--- config.mk ---
export PLATFORM = sky130hd
export DESIGN_NAME = pdma_top
export DESIGN_NICKNAME = d
export VERILOG_FILES = /design/src/rtl/pdma_pkg.sv /design/src/rtl/pdma_chan.sv /design/src/rtl/pdma_rr_arb.sv /design/src/rtl/pdma_mover.sv /design/src/rtl/pdma_top.sv
export SDC_FILE = /design/constraint.sdc
export NUM_CORES = 2
export LEC_CHECK = 0
export BUFFER_PORTS_ARGS = -buffer_cell sky130_fd_sc_hd__buf_2
export CAP_MARGIN = 20
export CORE_MARGIN = 2
export CORE_UTILIZATION = 45
export DETAILED_ROUTE_END_ITERATION = 8
export GPL_TIMING_DRIVEN = 0
export MAX_ROUTING_LAYER = met4
export SYNTH_ARGS = -nofsm -noshare
export SYNTH_HDL_FRONTEND = slang
export SYNTH_HIERARCHICAL = 1
export SYNTH_SLANG_ARGS = --single-unit
export TNS_END_PERCENT = 1
--- constraint.sdc ---
create_clock -name clk -period 22.7 [get_ports clk]
set_input_delay 3.405 -clock clk [delete_from_list [all_inputs] [get_ports clk]]
set_output_delay 3.405 -clock clk [all_outputs]
set_load 0.02 [all_outputs]
--- src/rtl/pdma_pkg.sv ---
package pdma_pkg;

  localparam logic [4:0] OFF_SRC = 5'h00;
  localparam logic [4:0] OFF_DST = 5'h04;
  localparam logic [4:0] OFF_CNT = 5'h08;
  localparam logic [4:0] OFF_RTY = 5'h0C;
  localparam logic [4:0] OFF_STC = 5'h10;
  localparam logic [4:0] OFF_CMD = 5'h14;

  typedef struct packed {
    logic       src_inc;
    logic       dst_inc;
    logic [1:0] sw;
    logic [1:0] dw;
    logic [2:0] unit;
    logic       tie;
  } cmd_t;

  typedef enum logic [1:0] {S_IDLE = 2'd0, S_RD = 2'd1, S_WR = 2'd2} eng_st_t;

  // log2 of the unit size in bytes
  function automatic logic [2:0] unit_log(input logic [2:0] u);
    case (u)
      3'd1:    unit_log = 3'd0;
      3'd2:    unit_log = 3'd1;
      3'd3:    unit_log = 3'd4;
      3'd4:    unit_log = 3'd5;
      default: unit_log = 3'd2;
    endcase
  endfunction

  // log2 of the bus width in bytes
  function automatic logic [2:0] width_log(input logic [1:0] w);
    case (w)
      2'd1:    width_log = 3'd0;
      2'd2:    width_log = 3'd1;
      default: width_log = 3'd2;
    endcase
  endfunction

  function automatic logic [31:0] lane_mask(input logic [1:0] l);
    case (l)
      2'd0:    lane_mask = 32'h0000_00FF;
      2'd1:    lane_mask = 32'h0000_FFFF;
      default: lane_mask = 32'hFFFF_FFFF;
    endcase
  endfunction

endpackage

--- src/rtl/pdma_chan.sv ---
module pdma_chan
  import pdma_pkg::*;
#(
  parameter int AW = 32,
  parameter int CW = 24
) (
  input  logic          clk,
  input  logic          rst_n,
  input  logic          wr_en,
  input  logic [4:0]    wr_off,
  input  logic [31:0]   wr_data,
  input  logic [4:0]    rd_off,
  input  logic          step_src,
  input  logic          step_dst,
  input  logic [2:0]    src_amt,
  input  logic [2:0]    dst_amt,
  input  logic          unit_done,
  input  logic          addr_err,
  output logic [31:0]   rd_data,
  output logic [AW-1:0] src_addr,
  output logic [AW-1:0] dst_addr,
  output cmd_t          cmd,
  output logic          ready,
  output logic          irq_bit
);

  logic [AW-1:0] src_q, src_n, dst_q, dst_n;
  logic [CW-1:0] cnt_q, cnt_n;
  logic [7:0]    rty_q, rty_n;
  cmd_t          cmd_q, cmd_n;
  logic en_q, en_n, ct_q, ct_n, hlt_q, hlt_n, dn_q, dn_n, ae_q, ae_n, nd_q, nd_n;
  logic done_hit;

  always_comb begin
    src_n = src_q;
    dst_n = dst_q;
    cnt_n = cnt_q;
    rty_n = rty_q;
    cmd_n = cmd_q;
    en_n = en_q; ct_n = ct_q; hlt_n = hlt_q; dn_n = dn_q; ae_n = ae_q; nd_n = nd_q;
    done_hit = 1'b0;
    // engine updates first; a software write of the same register wins
    if (step_src && cmd_q.src_inc) src_n = src_q + AW'(src_amt);
    if (step_dst && cmd_q.dst_inc) dst_n = dst_q + AW'(dst_amt);
    if (unit_done && (cnt_q != '0)) begin
      cnt_n    = cnt_q - CW'(1);
      done_hit = (cnt_q == CW'(1));
    end
    if (wr_en) begin
      case (wr_off)
        OFF_SRC: src_n = wr_data[AW-1:0];
        OFF_DST: dst_n = wr_data[AW-1:0];
        OFF_CNT: cnt_n = wr_data[CW-1:0];
        OFF_RTY: rty_n = wr_data[7:0];
        OFF_STC: begin
          en_n = wr_data[0]; ct_n = wr_data[1]; hlt_n = wr_data[2];
          dn_n = wr_data[3]; ae_n = wr_data[4]; nd_n = wr_data[31];
        end
        OFF_CMD: begin
          cmd_n.src_inc = wr_data[23];
          cmd_n.dst_inc = wr_data[22];
          cmd_n.sw      = wr_data[15:14];
          cmd_n.dw      = wr_data[13:12];
          cmd_n.unit    = wr_data[10:8];
          cmd_n.tie     = wr_data[1];
        end
        default: ;
      endcase
    end
    // status flags raised by the engine win over the write
    if (done_hit) begin
      dn_n = 1'b1;
      ct_n = 1'b1;
    end
    if (addr_err) begin
      ae_n  = 1'b1;
      hlt_n = 1'b1;
    end
  end

  always_ff @(posedge clk or negedge rst_n) begin
    if (!rst_n) begin
      src_q <= '0; dst_q <= '0; cnt_q <= '0; rty_q <= '0; cmd_q <= '0;
      en_q <= 1'b0; ct_q <= 1'b0; hlt_q <= 1'b0; dn_q <= 1'b0; ae_q <= 1'b0; nd_q <= 1'b0;
    end else begin
      src_q <= src_n; dst_q <= dst_n; cnt_q <= cnt_n; rty_q <= rty_n; cmd_q <= cmd_n;
      en_q <= en_n; ct_q <= ct_n; hlt_q <= hlt_n; dn_q <= dn_n; ae_q <= ae_n; nd_q <= nd_n;
    end
  end

  always_comb begin
    case (rd_off)
      OFF_SRC: rd_data = 32'(src_q);
      OFF_DST: rd_data = 32'(dst_q);
      OFF_CNT: rd_data = 32'(cnt_q);
      OFF_RTY: rd_data = 32'(rty_q);
      OFF_STC: rd_data = {nd_q, 26'd0, ae_q, dn_q, hlt_q, ct_q, en_q};
      OFF_CMD: rd_data = {8'd0, cmd_q.src_inc, cmd_q.dst_inc, 6'd0, cmd_q.sw, cmd_q.dw,
                          1'b0, cmd_q.unit, 6'd0, cmd_q.tie, 1'b0};
      default: rd_data = 32'd0;
    endcase
  end

  assign src_addr = src_q;
  assign dst_addr = dst_q;
  assign cmd      = cmd_q;
  assign ready    = en_q & nd_q & ~hlt_q & (cnt_q != '0);
  assign irq_bit  = dn_q & cmd_q.tie;

endmodule

--- src/rtl/pdma_rr_arb.sv ---
module pdma_rr_arb #(
  parameter int N  = 6,
  localparam int IW = (N > 1) ? $clog2(N) : 1
) (
  input  logic          clk,
  input  logic          rst_n,
  input  logic [N-1:0]  ready,
  input  logic          take,
  output logic          vld,
  output logic [IW-1:0] idx
);

  logic [IW-1:0] last_q, last_n;

  always_comb begin
    vld = 1'b0;
    idx = '0;
    for (int k = 1; k <= N; k++) begin
      int c;
      c = (int'(last_q) + k) % N;
      if (!vld && ready[c]) begin
        vld = 1'b1;
        idx = IW'(c);
      end
    end
    last_n = (take && vld) ? idx : last_q;
  end

  always_ff @(posedge clk or negedge rst_n) begin
    if (!rst_n) last_q <= IW'(N - 1);
    else        last_q <= last_n;
  end

endmodule

--- src/rtl/pdma_mover.sv ---
module pdma_mover
  import pdma_pkg::*;
#(
  parameter int N  = 6,
  parameter int AW = 32,
  localparam int IW = (N > 1) ? $clog2(N) : 1
) (
  input  logic          clk,
  input  logic          rst_n,
  input  logic          grant_vld,
  input  logic [IW-1:0] grant_idx,
  input  logic [1:0]    g_sw,
  input  logic [1:0]    g_dw,
  input  logic [2:0]    g_unit,
  input  logic [AW-1:0] cur_src,
  input  logic [AW-1:0] cur_dst,
  output logic [IW-1:0] cur,
  output logic          busy,
  output logic          start,
  output logic          step_src,
  output logic          step_dst,
  output logic [2:0]    src_amt,
  output logic [2:0]    dst_amt,
  output logic          unit_done,
  output logic          addr_err,
  output logic          m_req,
  output logic [AW-1:0] m_addr,
  output logic          m_we,
  output logic [1:0]    m_size,
  output logic [31:0]   m_wdata,
  input  logic [31:0]   m_rdata,
  input  logic          m_ack
);

  eng_st_t       st_q, st_n;
  logic [IW-1:0] cur_q, cur_n;
  logic [1:0]    wsl_q, wsl_n, wdl_q, wdl_n;
  logic [4:0]    seg_q, seg_n;
  logic [1:0]    rdc_q, rdc_n, wrc_q, wrc_n, rdl_q, rdl_n, wrl_q, wrl_n;
  logic [1:0]    roff_q, roff_n, woff_q, woff_n;
  logic [31:0]   stg_q, stg_n;

  logic [2:0] ul, gws, gwd, gsl;
  logic       aligned, active;

  always_comb begin
    ul  = unit_log(g_unit);
    gws = (width_log(g_sw) < ul) ? width_log(g_sw) : ul;
    gwd = (width_log(g_dw) < ul) ? width_log(g_dw) : ul;
    gsl = (gws > gwd) ? gws : gwd;
  end

  assign active = (st_q != S_IDLE);
  assign m_we   = (st_q == S_WR);
  assign m_addr = m_we ? cur_dst : cur_src;
  assign m_size = m_we ? wdl_q : wsl_q;

  always_comb begin
    case (m_size)
      2'd0:    aligned = 1'b1;
      2'd1:    aligned = ~m_addr[0];
      default: aligned = (m_addr[1:0] == 2'b00);
    endcase
  end

  assign m_req    = active & aligned;
  assign addr_err = active & ~aligned;
  assign m_wdata  = (stg_q >> {woff_q, 3'b000}) & lane_mask(wdl_q);
  assign src_amt  = 3'd1 << wsl_q;
  assign dst_amt  = 3'd1 << wdl_q;

  always_comb begin
    st_n = st_q; cur_n = cur_q; wsl_n = wsl_q; wdl_n = wdl_q; seg_n = seg_q;
    rdc_n = rdc_q; wrc_n = wrc_q; rdl_n = rdl_q; wrl_n = wrl_q;
    roff_n = roff_q; woff_n = woff_q; stg_n = stg_q;
    start = 1'b0; unit_done = 1'b0; step_src = 1'b0; step_dst = 1'b0;
    case (st_q)
      S_IDLE: begin
        if (grant_vld) begin
          start  = 1'b1;
          cur_n  = grant_idx;
          wsl_n  = gws[1:0];
          wdl_n  = gwd[1:0];
          seg_n  = 5'((6'd1 << (ul - gsl)) - 6'd1);
          rdl_n  = 2'((3'd1 << (gsl - gws)) - 3'd1);
          wrl_n  = 2'((3'd1 << (gsl - gwd)) - 3'd1);
          rdc_n  = 2'((3'd1 << (gsl - gws)) - 3'd1);
          wrc_n  = 2'((3'd1 << (gsl - gwd)) - 3'd1);
          roff_n = 2'd0;
          woff_n = 2'd0;
          stg_n  = 32'd0;
          st_n   = S_RD;
        end
      end
      S_RD: begin
        if (!aligned) begin
          st_n = S_IDLE;
        end else if (m_ack) begin
          step_src = 1'b1;
          stg_n = stg_q | ((m_rdata & lane_mask(wsl_q)) << {roff_q, 3'b000});
          if (rdc_q == 2'd0) begin
            st_n = S_WR;
          end else begin
            rdc_n  = rdc_q - 2'd1;
            roff_n = roff_q + 2'(3'd1 << wsl_q);
          end
        end
      end
      S_WR: begin
        if (!aligned) begin
          st_n = S_IDLE;
        end else if (m_ack) begin
          step_dst = 1'b1;
          if (wrc_q != 2'd0) begin
            wrc_n  = wrc_q - 2'd1;
            woff_n = woff_q + 2'(3'd1 << wdl_q);
          end else if (seg_q == 5'd0) begin
            unit_done = 1'b1;
            st_n      = S_IDLE;
          end else begin
            seg_n  = seg_q - 5'd1;
            rdc_n  = rdl_q;
            wrc_n  = wrl_q;
            roff_n = 2'd0;
            woff_n = 2'd0;
            stg_n  = 32'd0;
            st_n   = S_RD;
          end
        end
      end
      default: st_n = S_IDLE;
    endcase
  end

  always_ff @(posedge clk or negedge rst_n) begin
    if (!rst_n) begin
      st_q <= S_IDLE; cur_q <= '0; wsl_q <= '0; wdl_q <= '0; seg_q <= '0;
      rdc_q <= '0; wrc_q <= '0; rdl_q <= '0; wrl_q <= '0;
      roff_q <= '0; woff_q <= '0; stg_q <= '0;
    end else begin
      st_q <= st_n; cur_q <= cur_n; wsl_q <= wsl_n; wdl_q <= wdl_n; seg_q <= seg_n;
      rdc_q <= rdc_n; wrc_q <= wrc_n; rdl_q <= rdl_n; wrl_q <= wrl_n;
      roff_q <= roff_n; woff_q <= woff_n; stg_q <= stg_n;
    end
  end

  assign cur  = cur_q;
  assign busy = active;

endmodule

--- src/rtl/pdma_top.sv ---
module pdma_top
  import pdma_pkg::*;
#(
  parameter int N_CH = 6,
  parameter int AW   = 32,
  parameter int CW   = 24,
  parameter int RAW  = 10,
  localparam int IW  = (N_CH > 1) ? $clog2(N_CH) : 1
) (
  input  logic            clk,
  input  logic            rst_n,
  input  logic [RAW-1:0]  s_addr,
  input  logic            s_we,
  input  logic [31:0]     s_wdata,
  output logic [31:0]     s_rdata,
  input  logic [N_CH-1:0] dreq,
  output logic            m_req,
  output logic [AW-1:0]   m_addr,
  output logic            m_we,
  output logic [1:0]      m_size,
  output logic [31:0]     m_wdata,
  input  logic [31:0]     m_rdata,
  input  logic            m_ack,
  output logic            irq
);

  localparam logic [RAW-1:0] A_GCTRL = RAW'(10'h300);
  localparam logic [RAW-1:0] A_GIRQ  = RAW'(10'h304);

  logic gen_q, gen_n, gae_q, gae_n, ghalt_q, ghalt_n;

  logic [31:0]   ch_rd   [N_CH];
  logic [AW-1:0] ch_src  [N_CH];
  logic [AW-1:0] ch_dst  [N_CH];
  cmd_t          ch_cmd  [N_CH];
  logic [N_CH-1:0] ch_ready, ch_irq, arb_ready;

  logic          grant_vld, eng_busy, eng_start, eng_ssrc, eng_sdst, eng_udone, eng_aerr;
  logic [IW-1:0] grant_idx, eng_cur;
  logic [2:0]    eng_samt, eng_damt;

  logic [RAW-6:0] ch_sel;
  assign ch_sel = s_addr[RAW-1:5];

  generate
    for (genvar i = 0; i < N_CH; i++) begin : g_ch
      logic here;
      assign here = (eng_cur == IW'(i));
      pdma_chan #(.AW(AW), .CW(CW)) u_chan (
        .clk       (clk),
        .rst_n     (rst_n),
        .wr_en     (s_we && (ch_sel == (RAW-5)'(i))),
        .wr_off    (s_addr[4:0]),
        .wr_data   (s_wdata),
        .rd_off    (s_addr[4:0]),
        .step_src  (eng_ssrc & here),
        .step_dst  (eng_sdst & here),
        .src_amt   (eng_samt),
        .dst_amt   (eng_damt),
        .unit_done (eng_udone & here),
        .addr_err  (eng_aerr & here),
        .rd_data   (ch_rd[i]),
        .src_addr  (ch_src[i]),
        .dst_addr  (ch_dst[i]),
        .cmd       (ch_cmd[i]),
        .ready     (ch_ready[i]),
        .irq_bit   (ch_irq[i])
      );
      assign arb_ready[i] = ch_ready[i] & dreq[i] & gen_q & ~ghalt_q;
    end
  endgenerate

  pdma_rr_arb #(.N(N_CH)) u_arb (
    .clk   (clk),
    .rst_n (rst_n),
    .ready (arb_ready),
    .take  (eng_start),
    .vld   (grant_vld),
    .idx   (grant_idx)
  );

  pdma_mover #(.N(N_CH), .AW(AW)) u_mover (
    .clk       (clk),
    .rst_n     (rst_n),
    .grant_vld (grant_vld),
    .grant_idx (grant_idx),
    .g_sw      (ch_cmd[grant_idx].sw),
    .g_dw      (ch_cmd[grant_idx].dw),
    .g_unit    (ch_cmd[grant_idx].unit),
    .cur_src   (ch_src[eng_cur]),
    .cur_dst   (ch_dst[eng_cur]),
    .cur       (eng_cur),
    .busy      (eng_busy),
    .start     (eng_start),
    .step_src  (eng_ssrc),
    .step_dst  (eng_sdst),
    .src_amt   (eng_samt),
    .dst_amt   (eng_damt),
    .unit_done (eng_udone),
    .addr_err  (eng_aerr),
    .m_req     (m_req),
    .m_addr    (m_addr),
    .m_we      (m_we),
    .m_size    (m_size),
    .m_wdata   (m_wdata),
    .m_rdata   (m_rdata),
    .m_ack     (m_ack)
  );

  always_comb begin
    gen_n = gen_q; gae_n = gae_q; ghalt_n = ghalt_q;
    if (s_we && (s_addr == A_GCTRL)) begin
      gen_n   = s_wdata[0];
      gae_n   = s_wdata[2];
      ghalt_n = s_wdata[3];
    end
    if (eng_aerr) gae_n = 1'b1;
  end

  always_ff @(posedge clk or negedge rst_n) begin
    if (!rst_n) begin
      gen_q <= 1'b0; gae_q <= 1'b0; ghalt_q <= 1'b0;
    end else begin
      gen_q <= gen_n; gae_q <= gae_n; ghalt_q <= ghalt_n;
    end
  end

  always_comb begin
    if (int'(ch_sel) < N_CH)      s_rdata = ch_rd[ch_sel[IW-1:0]];
    else if (s_addr == A_GCTRL)   s_rdata = {28'd0, ghalt_q, gae_q, 1'b0, gen_q};
    else if (s_addr == A_GIRQ)    s_rdata = 32'(ch_irq);
    else                          s_rdata = 32'd0;
  end

  assign irq = |ch_irq;

endmodule

# Yosys cells after proc, flatten, opt, wreduce, memory -nomap -nowiden
# Index checks and enable logic that the tools add are counted.
# op_classes
mux	241
reduce_logical	118
n_bitwise	83
div	6
mul	0
n_shift	7
n_lt_le_gt_ge	13
n_addsub	35
eq_ne	49
# ops
cell	count
32-bit 2-to-1 mux	54
32-bit one-hot mux with 6 select lines	6
24-bit 2-to-1 mux	18
32-bit by 3-bit adder with 32-bit output	12
32-bit binary-select mux with 3-bit select	3
32-bit by 5-bit < comparator with 1-bit output (second input constant)	6
32-bit by 4-bit remainder unit with 32-bit output (second input constant)	6
24-bit by 1-bit == test with 1-bit output (second input constant)	6
24-bit nonzero test	6
24-bit by 1-bit subtractor with 24-bit output (second input constant)	6
32-bit one-hot mux with 2 select lines	2
32-bit one-hot mux with 3 select lines	1
1-bit 2-to-1 mux	90
1-bit AND	68
32-bit AND	2
2-bit 2-to-1 mux	32
2-bit AND reduction	31
2-bit nonzero test	28
32-bit OR	1
32-bit by 5-bit << shifter with 32-bit output	1
32-bit by 5-bit >> shifter with 32-bit output	1
1-bit logical AND	31
10-bit binary-select mux with 3-bit select	1
3-bit 2-to-1 mux	9
other kinds (49)	131
# totals
ramBits	0
rom_bits	0
out_inout_bits	101
n_memories	0
reg_bits	736
latchBits	0

# Depth between registers and ports, before layout
# logic_depth
depth_word	40
mapped_depth	46
mapped_depth_nobuf	41

# Hierarchy
# Netlist, hierarchy kept.
# modules_own_cells
mod	area_per_inst_um2	cells_each	instances
pdma_chan at g_ch[0].u_chan ...	6919.1	779	3
pdma_chan at g_ch[4].u_chan ...	6852.8	752	2
pdma_chan at g_ch[3].u_chan	6942.9	777	1
pdma_top	5491.5	602	1
pdma_mover	4758.3	551	1
pdma_rr_arb	1112.3	152	1

# Least setup slack after synthesis
# No wires, ideal clock.
# synth_timing
path_kind	input port to flip-flop
startpoint	input dreq[1]
endpoint	register u_mover.seg_q[2]
required_time_ps	22577
stages	36
arrival_time_ps	10455
path_slack_ps	12122
setup_time_ps	123
path_cell_list	and3_1 -> mux2_1 -> nand2b_1 -> a31o_2 -> nor4_4 -> or4b_1 -> clkbuf_1 -> o221ai_1 -> nor2_1 -> a31oi_1 -> buf_2 -> buf_4 -> mux4_2 -> inv_1 -> o22ai_1 -> ha_1 -> ha_1 -> o21ai_0 -> a21oi_1 -> mux2i_1 -> inv_1 -> ha_1 -> a21o_1 -> a21oi_1 -> a31oi_1 -> nor2_1 -> a21oi_1 -> ha_1 -> fa_1 -> xnor2_1 -> nor3_1 -> a21oi_1 -> ha_1 -> and4_1 -> o21ai_0 -> o221a_2
# synth_via
elab_chain_cells	37
elab_cells_between_ends	71
cone_classes	add/sub: 2; order compare: 3; eq/ne: 9; shift: 1; mux: 41; bitwise: 4; reduce/logical: 11
# synth_rtl
item	line	source
start, declared	pdma_top.sv:16	input logic [N_CH-1:0] dreq,
1-bit AND * (3 in series)	pdma_top.sv:69	assign arb_ready[i] = ch_ready[i] & dreq[i] & gen_q & ~ghalt_q;
1-bit binary-select mux with 3-bit select	pdma_rr_arb.sv:21	if (!vld && ready[c]) begin
1-bit 2-to-1 mux (not written as such) (2 in series)	pdma_rr_arb.sv:21	
1-bit 2-to-1 mux	pdma_rr_arb.sv:21	
1-bit zero test	pdma_rr_arb.sv:21	
1-bit logical AND	pdma_rr_arb.sv:21	
1-bit 2-to-1 mux	pdma_rr_arb.sv:21	
1-bit zero test	pdma_rr_arb.sv:21	
[... 11 more ...]	-	
via grant_idx[0]	pdma_top.sv:39	logic [IW-1:0] grant_idx, eng_cur;
[... 8 more ...]	-	
via u_mover.gws[1]	pdma_mover.sv:43	logic [2:0] ul, gws, gwd, gsl;
3-bit greater-than comparator	pdma_mover.sv:50	gsl = (gws > gwd) ? gws : gwd;
3-bit 2-to-1 mux *	pdma_mover.sv:50	
3-bit subtractor *	pdma_mover.sv:84	seg_n = 5'((6'd1 << (ul - gsl)) - 6'd1);
1-bit by 3-bit << shifter with 5-bit output *	pdma_mover.sv:84	
5-bit by 1-bit subtractor with 5-bit output *	pdma_mover.sv:84	
5-bit 2-to-1 mux *	pdma_mover.sv:79	if (grant_vld) begin
5-bit one-hot mux with 2 select lines *	pdma_mover.sv:77	case (st_q)
end signal, assigned	pdma_mover.sv:141	st_q <= st_n; cur_q <= cur_n; wsl_q <= wsl_n; wdl_q <= wdl_n; seg_q <= seg_n;
end, declared	pdma_mover.sv:38	logic [4:0] seg_q, seg_n;
# Mark *: on every way through the listed nets, which the timed path passes. The rest lies on a longest branch. The select of a mux whose other input is x is not followed.
# A chain may end at the register's enable or synchronous reset.

# Worst setup path after layout
# layout_timing
startpoint	register g_ch[1].u_chan.cnt_q[0]
endpoint	register u_mover.seg_q[2]
# layout_via
elab_chain_cells	39
elab_cells_between_ends	73
cone_classes	add/sub: 2; order compare: 3; eq/ne: 9; shift: 1; mux: 41; bitwise: 5; reduce/logical: 12
# layout_rtl
item	line	source
start, declared	pdma_chan.sv:28	logic [CW-1:0] cnt_q, cnt_n;
start signal, assigned	pdma_chan.sv:86	src_q <= src_n; dst_q <= dst_n; cnt_q <= cnt_n; rty_q <= rty_n; cmd_q <= cmd_n;
24-bit nonzero test *	pdma_chan.sv:107	assign ready = en_q & nd_q & ~hlt_q & (cnt_q != '0);
1-bit AND *	pdma_chan.sv:107	
via ch_ready[1]	pdma_top.sv:36	logic [N_CH-1:0] ch_ready, ch_irq, arb_ready;
1-bit AND * (3 in series)	pdma_top.sv:69	
via arb_ready[1]	pdma_top.sv:36	
1-bit binary-select mux with 3-bit select	pdma_rr_arb.sv:21	
1-bit 2-to-1 mux (not written as such) (2 in series)	pdma_rr_arb.sv:21	
1-bit 2-to-1 mux	pdma_rr_arb.sv:21	
[... 15 more ...]	-	
via grant_idx[0]	pdma_top.sv:39	
[... 7 more ...]	-	
3-bit 2-to-1 mux (on tied branches)	pdma_mover.sv:48, pdma_mover.sv:49	
3-bit greater-than comparator	pdma_mover.sv:50	
3-bit 2-to-1 mux	pdma_mover.sv:50	
3-bit subtractor *	pdma_mover.sv:84	
1-bit by 3-bit << shifter with 5-bit output *	pdma_mover.sv:84	
5-bit by 1-bit subtractor with 5-bit output *	pdma_mover.sv:84	
5-bit 2-to-1 mux *	pdma_mover.sv:79	
5-bit one-hot mux with 2 select lines *	pdma_mover.sv:77	
# Marks and branches as above.

==> impl_metrics.yaml <==
placement:
  dpl.hpwl_mm: 216
  numPortBuffers: 184
  gp_congestion: 1.15
  post-place-ws_ps: 10280
sta:
  slew_viol_final: 0
  slew_headroom_pct: 9.82
  finalCritPeriodShare_pct: 52.2
  grt_setup_unrepaired: "no"
  finalHoldViolCount: 0
  finalWorstSetupSlack_ps: 10860
  setup_violations: 0
  fin_skew_ps: 34.5
  period_needed_ps: 11840
  finalSetupTns_ps: 0
  tightest_slew_ps: 1350
  fmax_mhz: 84.4
clocking:
  cts_buffers: 92
  clockRootBuffer: "clkbuf_16"
  tritoncts: "done"
  post_cts_buffers: 0
  cts_resized: 0
  ctsHoldBuffers: 0
  clk_pin_slew_ps: 60
  h-tree-depth: 3
  clk_latency_ps: 740
  cts.sinks: 736
  cts_buffer_depth: 3
pwr:
  vdd_drop_max_v: 0.0000578
  powerDensity_nw_per_um2: 61.1
  total_power_uw: 3660
  p_leak_uw: 0.0247
detailed_routing:
  drc: 32
  ant_nets: 0
  wl_per_cell_um: 36.1
  wl_mm: 284
  first_pass_iters: 9
  first_iter_violations: 8804
  num_vias: 53500
  routed_via_density: 6.80
die:
  fp.coreArea_um2: 116000
  fp.dieH_um: 346
  rows: 125
  io_pins: 185
  initial_core_util_pct: 45.4
  fp.dieArea_um2: 120000
  die_x_um: 346
synthesis:
  ys_warn_count: 6
  syn_area_um2: 52800
  syn_inst: 5922
  avgSynthCellArea_um2: 8.91
  synth_nets: 6103
finish:
  layout_commonest_cell: "dfrtp_1"
  most-common-layout-cells: "dfrtp_1 (734), nand2_1 (559), nor2_1 (548), a21oi_1 (360), xnor2_1 (320)"
  drive_gt1_share_pct: 14.1
  regArea_um2: 18400
  nFillCells: 11100
  nNetsFinal: 6424
  syn_to_final_growth_pct: 13.4
  multi_input_area_um2: 31900
worst_setup_path:
  cp-start-kind: "flop"
  setup.worst_path.end_class: "flop"
  worstSetupPathType: "flop to flop"
  slowest_stage: "o21ai_0"
  crit_required_ps: 23310
  cpPeakStageDelay_ps: 600
  arrival_ps: 12460
  worstPathMaxFanout: 10
  reg2reg_setup_slack_ps: 10860
flow_run:
  max-cap-violations: 0
run_status:
  violations: "DRC"
  status: "finished, violations left"
grt:
  grt_remaining_overflow: 0
  grt_max_degree: 115
  grt_pass1_vias: 49500
  antenna_found_initial: 36
  grt_usage_pct: 47.5
  grt_pass1_wl_mm: 390
min_path:
  hold_class: "flop to flop"
-- state kept, by name, summed over array words and instances (netlist names), 6 cells and up --
| name | cells |
|---|---|
| g_ch.u_chan/rty_q | 48 |
| g_ch.u_chan/dst_addr | 192 |
| g_ch.u_chan/src_addr | 192 |
| g_ch.u_chan/en_q | 6 |
| g_ch.u_chan/cnt_q | 144 |
| g_ch.u_chan/nd_q | 6 |
| g_ch.u_chan/ct_q | 6 |
| g_ch.u_chan/cmd | 60 |
| g_ch.u_chan/ae_q | 6 |
| g_ch.u_chan/dn_q | 6 |
| g_ch.u_chan/hlt_q | 6 |
| u_mover/stg_q | 32 |
-- where the power goes --
| group | switching (uW) | leakage, uW | internal (uW) | total [uW] |
|---|---|---|---|---|
| clock | 654 | 0.00161 | 968 | 1620 |
| sequential | 78.9 | 0.0101 | 1360 | 1440 |
| combinational | 408 | 0.0130 | 192 | 600 |
| total | 1140 | 0.0247 | 2520 | 3660 |
-- metrics by stage --
stage          hold slack (ps)  instances  cell area [um2]  utilization [%]
3_3_place_gp               468       7630            55600             47.8
2_1_floorplan              447       5922            52800                -
5_1_grt                    514       7866            59800             51.5
6_report                   485       7876            59800             51.5
4_1_cts                    487       7840            59700             51.4
3_5_place_dp               474       7671            56500             48.6
-- final timing paths --
kind                                         startpoint                       to  cells past startpoint
worst max-delay path            g_ch[1].u_chan/cnt_q[0]         u_mover/seg_q[2]                     44
worst max register to register  g_ch[1].u_chan/cnt_q[0]         u_mover/seg_q[2]                     44
max in group asynchronous                         rst_n    g_ch[3].u_chan/cmd[4]                      3
worst min-delay path                     u_mover/cur[1]           u_mover/cur[1]                      2
min in group asynchronous                         rst_n  g_ch[4].u_chan/rty_q[4]                      1
worst min register to register           u_mover/cur[1]           u_mover/cur[1]                      2
-- critical path: cells and delay by family, from the launching register on --
| family | cells | cell delay, ps |
|---|---|---|
| adder cells (fa/ha/maj) | 6 | 1740 |
| AO/OA/AOI/OAI | 15 | 3240 |
| AND/OR/NAND/NOR | 13 | 3260 |
| multiplexers | 2 | 560 |
| buffers and inverters | 6 | 1580 |
| flip-flops | 1 | 500 |
| XOR/XNOR | 2 | 810 |
-- final cells by class --
class,count,share of cell area (%)
multi-input cells,4591,53.3
flip-flops and latches,736,30.8
clock buffers,130,4.60
well taps,1524,3.19
repair buffers,227,2.95
plain buffers,380,2.78
inverters,215,1.35
clock inverters,39,0.870
diodes,34,0.142
-- layer usage --
layer  vias to the layer above  GRT usage [%]  part of all wire (%)
met2                      3752           65.2                    41
met5                         -              -                     0
met3                      1031           15.4                    13
met1                     26400           57.8                    37
li1                      22400              -                     -
met4                         0           35.8                   9.7
Power figures use the tool's default switching activity.
